### config.mk
export PLATFORM = sky130hd
export DESIGN_NAME = pp_mbox_port
export DESIGN_NICKNAME = d
export VERILOG_FILES = /design/src/rtl/pp_port_pkg.sv /design/src/rtl/pp_sync.sv /design/src/rtl/pp_strobe_edge.sv /design/src/rtl/pp_mailbox.sv /design/src/rtl/pp_bus_mux.sv /design/src/rtl/pp_mbox_port.sv
export SDC_FILE = /design/constraint.sdc
export NUM_CORES = 1
export LEC_CHECK = 0
export CORE_UTILIZATION = 35
export CTS_BUF_LIST = sky130_fd_sc_hd__clkbuf_16
export CTS_CLUSTER_DIAMETER = 120
export DETAILED_ROUTE_END_ITERATION = 8
export PLACE_DENSITY = 0.72
export SETUP_SLACK_MARGIN = 0.3
export SYNTH_ARGS = -nofsm -noshare
export SYNTH_HDL_FRONTEND = slang
export SYNTH_SLANG_ARGS = --single-unit
### constraint.sdc
create_clock -name clk -period 3.3 [get_ports clk]
set_input_delay 0.495 -clock clk [delete_from_list [all_inputs] [get_ports clk]]
set_output_delay 0.495 -clock clk [all_outputs]
set_load 0.1 [all_outputs]
### src/rtl/pp_port_pkg.sv
package pp_port_pkg;

    // Byte source chosen by the two select lines
    typedef enum logic [1:0] {
        SRC_CHAN_A,
        SRC_CHAN_B,
        SRC_MAILBOX,
        SRC_IDENT
    } src_e;

    // Who wrote the mailbox last
    typedef enum logic [1:0] {
        MB_IDLE,
        MB_FROM_HOST,
        MB_FROM_DEV
    } mb_owner_e;

    // Synchronized control lines, all active low
    typedef struct packed {
        logic stb_n;
        logic afd_n;
        logic sel_n;
        logic init_n;
    } ctl_t;

    localparam int CTL_W = $bits(ctl_t);
    localparam logic [CTL_W-1:0] CTL_IDLE = '1;

    function automatic src_e decode_src(input logic afd_n, input logic sel_n);
        unique case ({afd_n, sel_n})
            2'b11:   return SRC_CHAN_A;
            2'b01:   return SRC_CHAN_B;
            2'b10:   return SRC_MAILBOX;
            default: return SRC_IDENT;
        endcase
    endfunction

endpackage

### src/rtl/pp_sync.sv
module pp_sync #(
    parameter int W = 1,
    parameter int STAGES = 2,
    parameter logic [W-1:0] RST_VAL = '0
) (
    input  logic         clk,
    input  logic         rst,
    input  logic [W-1:0] d,
    output logic [W-1:0] q
);
    logic [W-1:0] stg [STAGES];

    for (genvar i = 0; i < STAGES; i++) begin : g_stage
        if (i == 0) begin : g_first
            always_ff @(posedge clk) begin
                if (rst) stg[0] <= RST_VAL;
                else     stg[0] <= d;
            end
        end else begin : g_next
            always_ff @(posedge clk) begin
                if (rst) stg[i] <= RST_VAL;
                else     stg[i] <= stg[i-1];
            end
        end
    end

    assign q = stg[STAGES-1];
endmodule

### src/rtl/pp_strobe_edge.sv
module pp_strobe_edge
    import pp_port_pkg::*;
(
    input  logic clk,
    input  logic rst,
    input  ctl_t ctl_s,
    output logic host_wr,
    output logic adv_a,
    output logic adv_b
);
    logic stb_prev;
    logic stb_rise;
    logic chan_sel;

    always_ff @(posedge clk) begin
        if (rst) stb_prev <= 1'b1;
        else     stb_prev <= ctl_s.stb_n;
    end

    assign stb_rise = ctl_s.stb_n & ~stb_prev;
    assign chan_sel = ctl_s.init_n & ctl_s.sel_n;
    assign host_wr  = stb_rise & ~ctl_s.init_n & ~ctl_s.sel_n;

    always_ff @(posedge clk) begin
        if (rst) begin
            adv_a <= 1'b0;
            adv_b <= 1'b0;
        end else begin
            adv_a <= stb_rise & chan_sel &  ctl_s.afd_n;
            adv_b <= stb_rise & chan_sel & ~ctl_s.afd_n;
        end
    end

    p_adv_exclusive_r6: assert property (@(posedge clk) disable iff (rst)
        !(adv_a && adv_b));
    p_adv_a_single_r6: assert property (@(posedge clk) disable iff (rst)
        adv_a |=> !adv_a);
    p_adv_b_single_r6: assert property (@(posedge clk) disable iff (rst)
        adv_b |=> !adv_b);
    p_no_adv_on_write_r7: assert property (@(posedge clk) disable iff (rst)
        host_wr |=> (!adv_a && !adv_b));
endmodule

### src/rtl/pp_mailbox.sv
module pp_mailbox
    import pp_port_pkg::*;
#(
    parameter int W = 8
) (
    input  logic         clk,
    input  logic         rst,
    input  logic         host_wr,
    input  logic [W-1:0] host_data,
    input  logic         dev_wr,
    input  logic [W-1:0] dev_data,
    output logic [W-1:0] host_view,
    output logic [W-1:0] dev_view,
    output logic         mbox_full,
    output logic         reply_pending
);
    logic [W-1:0] byte_q;
    mb_owner_e    owner_q;

    always_ff @(posedge clk) begin
        if (rst) begin
            byte_q  <= '0;
            owner_q <= MB_IDLE;
        end else if (host_wr) begin
            byte_q  <= host_data;
            owner_q <= MB_FROM_HOST;
        end else if (dev_wr) begin
            byte_q  <= dev_data;
            owner_q <= MB_FROM_DEV;
        end
    end

    assign host_view     = (owner_q == MB_FROM_DEV)  ? byte_q : '0;
    assign dev_view      = (owner_q == MB_FROM_HOST) ? byte_q : '0;
    assign mbox_full     = (owner_q == MB_FROM_HOST);
    assign reply_pending = (owner_q == MB_FROM_DEV);

    p_host_reads_zero_r3: assert property (@(posedge clk) disable iff (rst)
        host_wr |=> (host_view == '0 && mbox_full));
    p_dev_reads_zero_r4: assert property (@(posedge clk) disable iff (rst)
        (dev_wr && !host_wr) |=> (dev_view == '0 && reply_pending && !mbox_full));
    p_host_wins_r10: assert property (@(posedge clk) disable iff (rst)
        (host_wr && dev_wr) |=> (dev_view == $past(host_data) && !reply_pending));
    p_flags_exclusive_r5: assert property (@(posedge clk) disable iff (rst)
        $onehot0({mbox_full, reply_pending}));
endmodule

### src/rtl/pp_bus_mux.sv
module pp_bus_mux
    import pp_port_pkg::*;
#(
    parameter int W = 8,
    parameter logic [W-1:0] ID_VALUE = 8'h55
) (
    input  logic         clk,
    input  logic         rst,
    input  logic         afd_n,
    input  logic         sel_n,
    input  logic         init_n,
    input  logic         live_mode,
    input  logic [W-1:0] buf_a,
    input  logic [W-1:0] buf_b,
    input  logic [W-1:0] adc_a,
    input  logic [W-1:0] adc_b,
    input  logic [W-1:0] mbox_view,
    output logic [W-1:0] data_o,
    output logic         data_oe
);
    src_e         src;
    logic [W-1:0] pick;

    assign src = decode_src(afd_n, sel_n);

    always_comb begin
        unique case (src)
            SRC_CHAN_A:  pick = live_mode ? adc_a : buf_a;
            SRC_CHAN_B:  pick = live_mode ? adc_b : buf_b;
            SRC_MAILBOX: pick = mbox_view;
            default:     pick = ID_VALUE;
        endcase
    end

    always_ff @(posedge clk) begin
        if (rst) begin
            data_o  <= '0;
            data_oe <= 1'b0;
        end else begin
            data_o  <= pick;
            data_oe <= init_n;
        end
    end

    p_ident_byte_r1: assert property (@(posedge clk) disable iff (rst)
        (!afd_n && !sel_n) |=> (data_o == ID_VALUE));
    p_release_bus_r2: assert property (@(posedge clk) disable iff (rst)
        !init_n |=> !data_oe);
endmodule

### src/rtl/pp_mbox_port.sv
module pp_mbox_port
    import pp_port_pkg::*;
#(
    parameter int DATA_W = 8,
    parameter int SYNC_STAGES = 2,
    parameter logic [DATA_W-1:0] ID_VALUE = 8'h55
) (
    input  logic              clk,
    input  logic              rst,
    input  logic              pp_stb_n,
    input  logic              pp_afd_n,
    input  logic              pp_sel_n,
    input  logic              pp_init_n,
    input  logic [DATA_W-1:0] pp_data_i,
    output logic [DATA_W-1:0] pp_data_o,
    output logic              pp_data_oe,
    input  logic [DATA_W-1:0] buf_a,
    input  logic [DATA_W-1:0] buf_b,
    input  logic [DATA_W-1:0] adc_a,
    input  logic [DATA_W-1:0] adc_b,
    input  logic              live_mode,
    output logic              adv_a,
    output logic              adv_b,
    input  logic              dev_wr_en,
    input  logic [DATA_W-1:0] dev_wr_data,
    output logic [DATA_W-1:0] dev_rd_data,
    output logic              mbox_full,
    output logic              reply_pending
);
    localparam int SYNC_W = CTL_W + DATA_W;
    localparam logic [SYNC_W-1:0] SYNC_RST = {CTL_IDLE, {DATA_W{1'b0}}};

    ctl_t              ctl_raw;
    ctl_t              ctl_s;
    logic [DATA_W-1:0] data_s;
    logic [SYNC_W-1:0] sync_q;
    logic              host_wr;
    logic [DATA_W-1:0] host_view;

    assign ctl_raw = '{stb_n: pp_stb_n, afd_n: pp_afd_n,
                       sel_n: pp_sel_n, init_n: pp_init_n};

    pp_sync #(.W(SYNC_W), .STAGES(SYNC_STAGES), .RST_VAL(SYNC_RST)) u_sync (
        .clk (clk),
        .rst (rst),
        .d   ({ctl_raw, pp_data_i}),
        .q   (sync_q)
    );

    assign ctl_s  = sync_q[SYNC_W-1 -: CTL_W];
    assign data_s = sync_q[DATA_W-1:0];

    pp_strobe_edge u_edge (
        .clk     (clk),
        .rst     (rst),
        .ctl_s   (ctl_s),
        .host_wr (host_wr),
        .adv_a   (adv_a),
        .adv_b   (adv_b)
    );

    pp_mailbox #(.W(DATA_W)) u_mbox (
        .clk           (clk),
        .rst           (rst),
        .host_wr       (host_wr),
        .host_data     (data_s),
        .dev_wr        (dev_wr_en),
        .dev_data      (dev_wr_data),
        .host_view     (host_view),
        .dev_view      (dev_rd_data),
        .mbox_full     (mbox_full),
        .reply_pending (reply_pending)
    );

    pp_bus_mux #(.W(DATA_W), .ID_VALUE(ID_VALUE)) u_mux (
        .clk       (clk),
        .rst       (rst),
        .afd_n     (ctl_s.afd_n),
        .sel_n     (ctl_s.sel_n),
        .init_n    (ctl_s.init_n),
        .live_mode (live_mode),
        .buf_a     (buf_a),
        .buf_b     (buf_b),
        .adc_a     (adc_a),
        .adc_b     (adc_b),
        .mbox_view (host_view),
        .data_o    (pp_data_o),
        .data_oe   (pp_data_oe)
    );
endmodule

# [After elaboration in Yosys (flattened, before gate mapping)]
# Memory sizes are Yosys's and may differ from the RTL's.
# Index checks and enable logic that the tools add are counted.
[word_totals] ramBits=24 rom_bits=0 word_cells=47 memories=1 latchBits=0 ff_bits=22
[memory_table] name="u_sync.stg" words=2 width=12 rd=2 rd_ports_with_merged_regs=0 write_ports=2 line_no="pp_sync.sv:11" source="logic [W-1:0] stg [STAGES];"
[op_classes] mul=0 n_eq_ne=7 order_cmp=0 addsub=0 reduce_logical=3 bitwise_logic=13 n_mux=15 shift=0 div=0
[ops] op="two-way mux 8 bit" n=6
[ops] op="two-way mux 12 bit" n=2
[ops] op="one-hot mux 8 bit (3 select lines)" n=1
[ops] op="equality test 2 bit (second input constant)" n=4
[ops] op="AND 1 bit" n=7
[ops] op="equality test 2 x 1 -> 1 bit (second input constant)" n=3
[ops] op="one-hot mux 2 bit (3 select lines)" n=1
[ops] op="two-way mux 1 bit" n=5
[ops] op="inverter 1 bit" n=4
[ops] op="zero test 2 bit" n=1
[ops] op="OR 1 bit" n=2
[ops] op="nonzero test 2 bit" n=1
[ops] op="OR reduction 2 bit" n=1

# [Logic depth before layout (Yosys ltp)]
[depth] word_depth=5 mapped_depth=5 mapped_depth_nobuf=3

# [Modules after synthesis]
# From an unflattened synthesis, not the netlist that was laid out.
[hier_totals] hier_cells=179 area_unflattened_um2=1876.8
[modules_own_cells] module="pp_sync" area_each_um2=648.1 cells_each=50 instances=1
[modules_own_cells] module="pp_mailbox" area_each_um2=556.8 cells_each=62 instances=1
[modules_own_cells] module="pp_bus_mux" area_each_um2=546.8 cells_each=58 instances=1
[modules_own_cells] module="pp_strobe_edge" area_each_um2=125.1 cells_each=9 instances=1

# [Least setup slack after synthesis]
# OpenSTA, ideal clock, no wires.
[synth_timing] kind="flip-flop to output port" start="register u_mbox.owner_q[0]" end="output port dev_rd_data[0]" path_stages_with_launch=4 required_ns=2.805 path_buffers=1 arrival_time_ns=2.297 setup_slack_ns=0.508 path_cell_list="dfxtp_1 -> nor2b_1 -> clkbuf_1 -> and2_1"
[synth_via] elab_chain_len=2
[synth_lines] item="from (decl)" line_no="pp_mailbox.sv:18" source="mb_owner_e owner_q;"
[synth_lines] item="from (signal assigned)" line_no="pp_mailbox.sv:23" source="owner_q <= MB_IDLE;"
[synth_lines] item="from (signal assigned)" line_no="pp_mailbox.sv:26" source="owner_q <= MB_FROM_HOST;"
[synth_lines] item="from (signal assigned)" line_no="pp_mailbox.sv:29" source="owner_q <= MB_FROM_DEV;"
[synth_lines] item="equality test 2 x 1 -> 1 bit"
[synth_lines] item="via mbox_full" line_no="pp_mbox_port.sv:27" source="output logic mbox_full,"
[synth_lines] item="two-way mux 8 bit" line_no="pp_mailbox.sv:34" source="assign dev_view = (owner_q == MB_FROM_HOST) ? byte_q : '0;"
[synth_lines] item="to (decl)" line_no="pp_mbox_port.sv:26" source="output logic [DATA_W-1:0] dev_rd_data,"
# The timed path passes the listed nets, and every way through them passes these cells.

# [Final worst setup path]
[layout_timing] start="register u_mux.data_o[6]" end="output port pp_data_o[6]"
[layout_rtl] item="from (decl)" line_no="pp_bus_mux.sv:18" source="output logic [W-1:0] data_o,"
[layout_rtl] item="from (signal assigned)" line_no="pp_bus_mux.sv:40" source="data_o <= pick;"
[layout_rtl] item="to (decl)" line_no="pp_mbox_port.sv:15" source="output logic [DATA_W-1:0] pp_data_o,"
# No word-level cell between the ends.

==> flow_summary.toml <==
[status]
status = "finished clean"

[detailed_routing]
wl_per_cell_um = 11.9
wl_met3_um = 304
top_layer = "met4"
drc = 0
antenna_left = 0
first_pass_iters = 4
drt_iter0_markers = 40
wl_met1_um = 1570
vias = 1403
via_per_inst = 4.48
route.met2.wl_um = 1800
drt_wl_total_um = 3710

[clock_network]
cts_made_buffers = 5
clock_latency_ps = 280
cts_resized = 0
clk_pin_slew_worst_paths_ps = 60
postCtsSetupBuffers = 0
cts_tree = "done"
max-clock-path-buffers = 2
ctsHoldBuffers = 0
clock-root-buffer = "clkbuf_16"
htree_levels = 2
clkSinkCount = 46

[setup_path]
regToRegStartpoint = "u_sync.stg[1][10]"
crit_path_top_delay_cell = "clkdlybuf4s50_1"
reg2reg_slack_ps = 1530
rr_endpoint = "u_mux.data_o[4]"
path_class = "flop to output pin"
cpLargestDelayFamily = "buffers and inverters"
max_stage_delay_ps = 1130
critical_path_required_ps = 2800
crit_path_cell_trace = "clkdlybuf4s50_1"
worstPathArrival_ps = 1730
crit_path_start_kind = "flop"
cp_max_fo = 1
reg2reg_depth = 3
worstSetupEndpointType = "output pin"
path_buf_inv = 1

[logic_synthesis]
ys_types = 24
syn-cell-area_sq_um = 1810
yosys_warnings = 0
ys_seq_elements = 46
syn_avg_cell_area_sq_um = 10.5
yosys.area.top_type = "dfxtp_1"
synth_area_leaders = "dfxtp_1, mux2i_1, nor2b_1"
yosysSeqAreaShare_pct = 50.9
syn_inst = 172
syn-num-nets = 228
synth.top_cell.area_share_pct = 50.9

[timing]
fin_ws_ps = 1070
hold_violations = 0
tns_ps = 0
setup_viol = 0
slew_violations = 0
slew-limit-headroom_pct = 28.1
max_freq_mhz = 449
post-route-min-period_ps = 2230
rsz0062_at_grt = "no"
finalCritPeriodShare_pct = 67.5
fin_worst_skew_ps = 3.25
tightest_slew_ps = 1060

[global_route]
grt_util_all_layers_pct = 14.3
grt_pass1_wl_um = 5780
grt_pass1_vias = 1347
grt_max_degree = 28
grt_overflow = 0
antenna_found_initial = 0

[finish]
fill_cells = 448
mostFrequentLayoutCells = "clkdlybuf4s50_1, dfxtp_1, mux2i_1"
final_common_cell = "clkdlybuf4s50_1"
fin_nets = 301
synthToLayoutAreaGrowth_pct = 51.7
drive_gt1_share_pct = 15.0
n_antenna_cell = 0

[floorplan]
initial_core_util_pct = 37.3
die_w_um = 73.9
core_sq_um = 4850
die_h_um = 73.9
rows = 25
dieArea_sq_um = 5460
pin_count = 77

[placed_design]
preCtsSetupSlack_ps = 1040
place_congestion = 0.681
port-buffer-count = 76
dp_hpwl_um = 2820

[pwr]
internal_power_mw = 1.05
p_total_mw = 1.38
p_sw_mw = 0.327
seqPwrFrac_pct = 43.3
pwr-share-comb_pct = 16.8
p_clk_share_pct = 39.9
swShare_pct = 23.7
ir_drop_v = 0.000306
p_leak_nw = 1.13
p_per_area_nw_per_um2 = 502

[min_path]
holdPathEnd = "u_sync.stg[1][10]"
min_path_type = "flop to flop"
min_delay_path_depth = 1
holdCritStartpoint = "u_sync.stg[0][10]"

[flow_run]
drv_cap = 0
==> worst max-delay path by stage <==
| stage | end | start | cells after the start |
|---|---|---|---|
| after global routing | pp_data_o[4] | u_mux.data_o[4] | 1 |
| final | pp_data_o[6] | u_mux.data_o[6] | 1 |
| after CTS | pp_data_o[6] | u_mux.data_o[6] | 1 |
| after floorplan | dev_rd_data[0] | u_mbox.owner_q[0] | 3 |
| after detailed placement | u_mux.data_o[6] | live_mode | 4 |
| after global placement | u_mux.data_o[6] | live_mode | 4 |
==> power groups by stage <==
stage / clock network [mW] / logic, mW / registers (mW)
final: 0.550 / 0.231 / 0.597
after CTS: 0.562 / 0.234 / 0.597
after global placement: 0 / 0.232 / 0.609
after floorplan: 0 / 0.0757 / 0.670
after detailed placement: 0 / 0.234 / 0.609
after global routing: 0.583 / 0.245 / 0.600
==> area by class of cell <==
type,instances,area (sq um),area share (%)
clock inverters,3,41.3,1.50
repair buffers,78,751,27.3
well taps,67,83.8,3.05
inverters,1,3.75,0.137
flip-flops and latches,46,921,33.5
multi-input cells,113,820,29.9
clock buffers,5,125,4.56
==> logic make-up (layout without fill, tap and decap cells) <==
logic type             count (synthesis)  count (layout)  share of synthesized area [%]
DFF                                   46              46                           50.9
and+or+nand+nor                       60              60                           18.9
muxes                                 24              24                           13.3
AOI/OAI and AO/OA                     29              29                           13.1
buffers and inverters                 13              87                           3.80
==> sequential cells by signal, summed over array words and instances (netlist names) <==
name,count
u_mbox.byte_q,8
u_mux.data_o,8
u_mbox.owner_q,2
u_edge.stb_prev,1
u_sync.stg,24
u_mux.data_oe,1
u_edge.adv_b,1
u_edge.adv_a,1
==> Yosys cell counts <==
library cell and number:
clkbuf_1 6, a211oi_2 8, nor2_1 12, and2_1 8, nor4bb_1 1, buf_6 2
a21o_1 1, a2bb2oi_1 1, buf_4 1, or2b_1 1, buf_2 1, nor2b_1 19
inv_1 1, nand3b_1 1, nor3_1 1, a21oi_1 12, or4b_1 1, mux2i_1 24
dfxtp_1 46, nand2_1 5, o22a_1 7, or2_2 10, buf_1 2, nand2b_1 1
==> stage by stage <==
stage | hold WS (ps) | std cells | area [sq um] | util, %
finish | 410 | 313 | 2750 | 56.6
global route | 418 | 313 | 2750 | 56.6
CTS | 410 | 313 | 2750 | 56.6
detailed placement | 396 | 305 | 2580 | 53.2
global placement | 393 | 305 | 2580 | 53.2
floorplan | 389 | 172 | 1810 | -
==> per-layer routing <==
metal | track usage (%) | vias to the layer above
li1 | - | 730
met1 | 14.1 | 618
met2 | 26.5 | 49
met3 | 5.21 | 6
met4 | 6.41 | 0
met5 | 0 | -
Power figures use the tool's default switching activity.
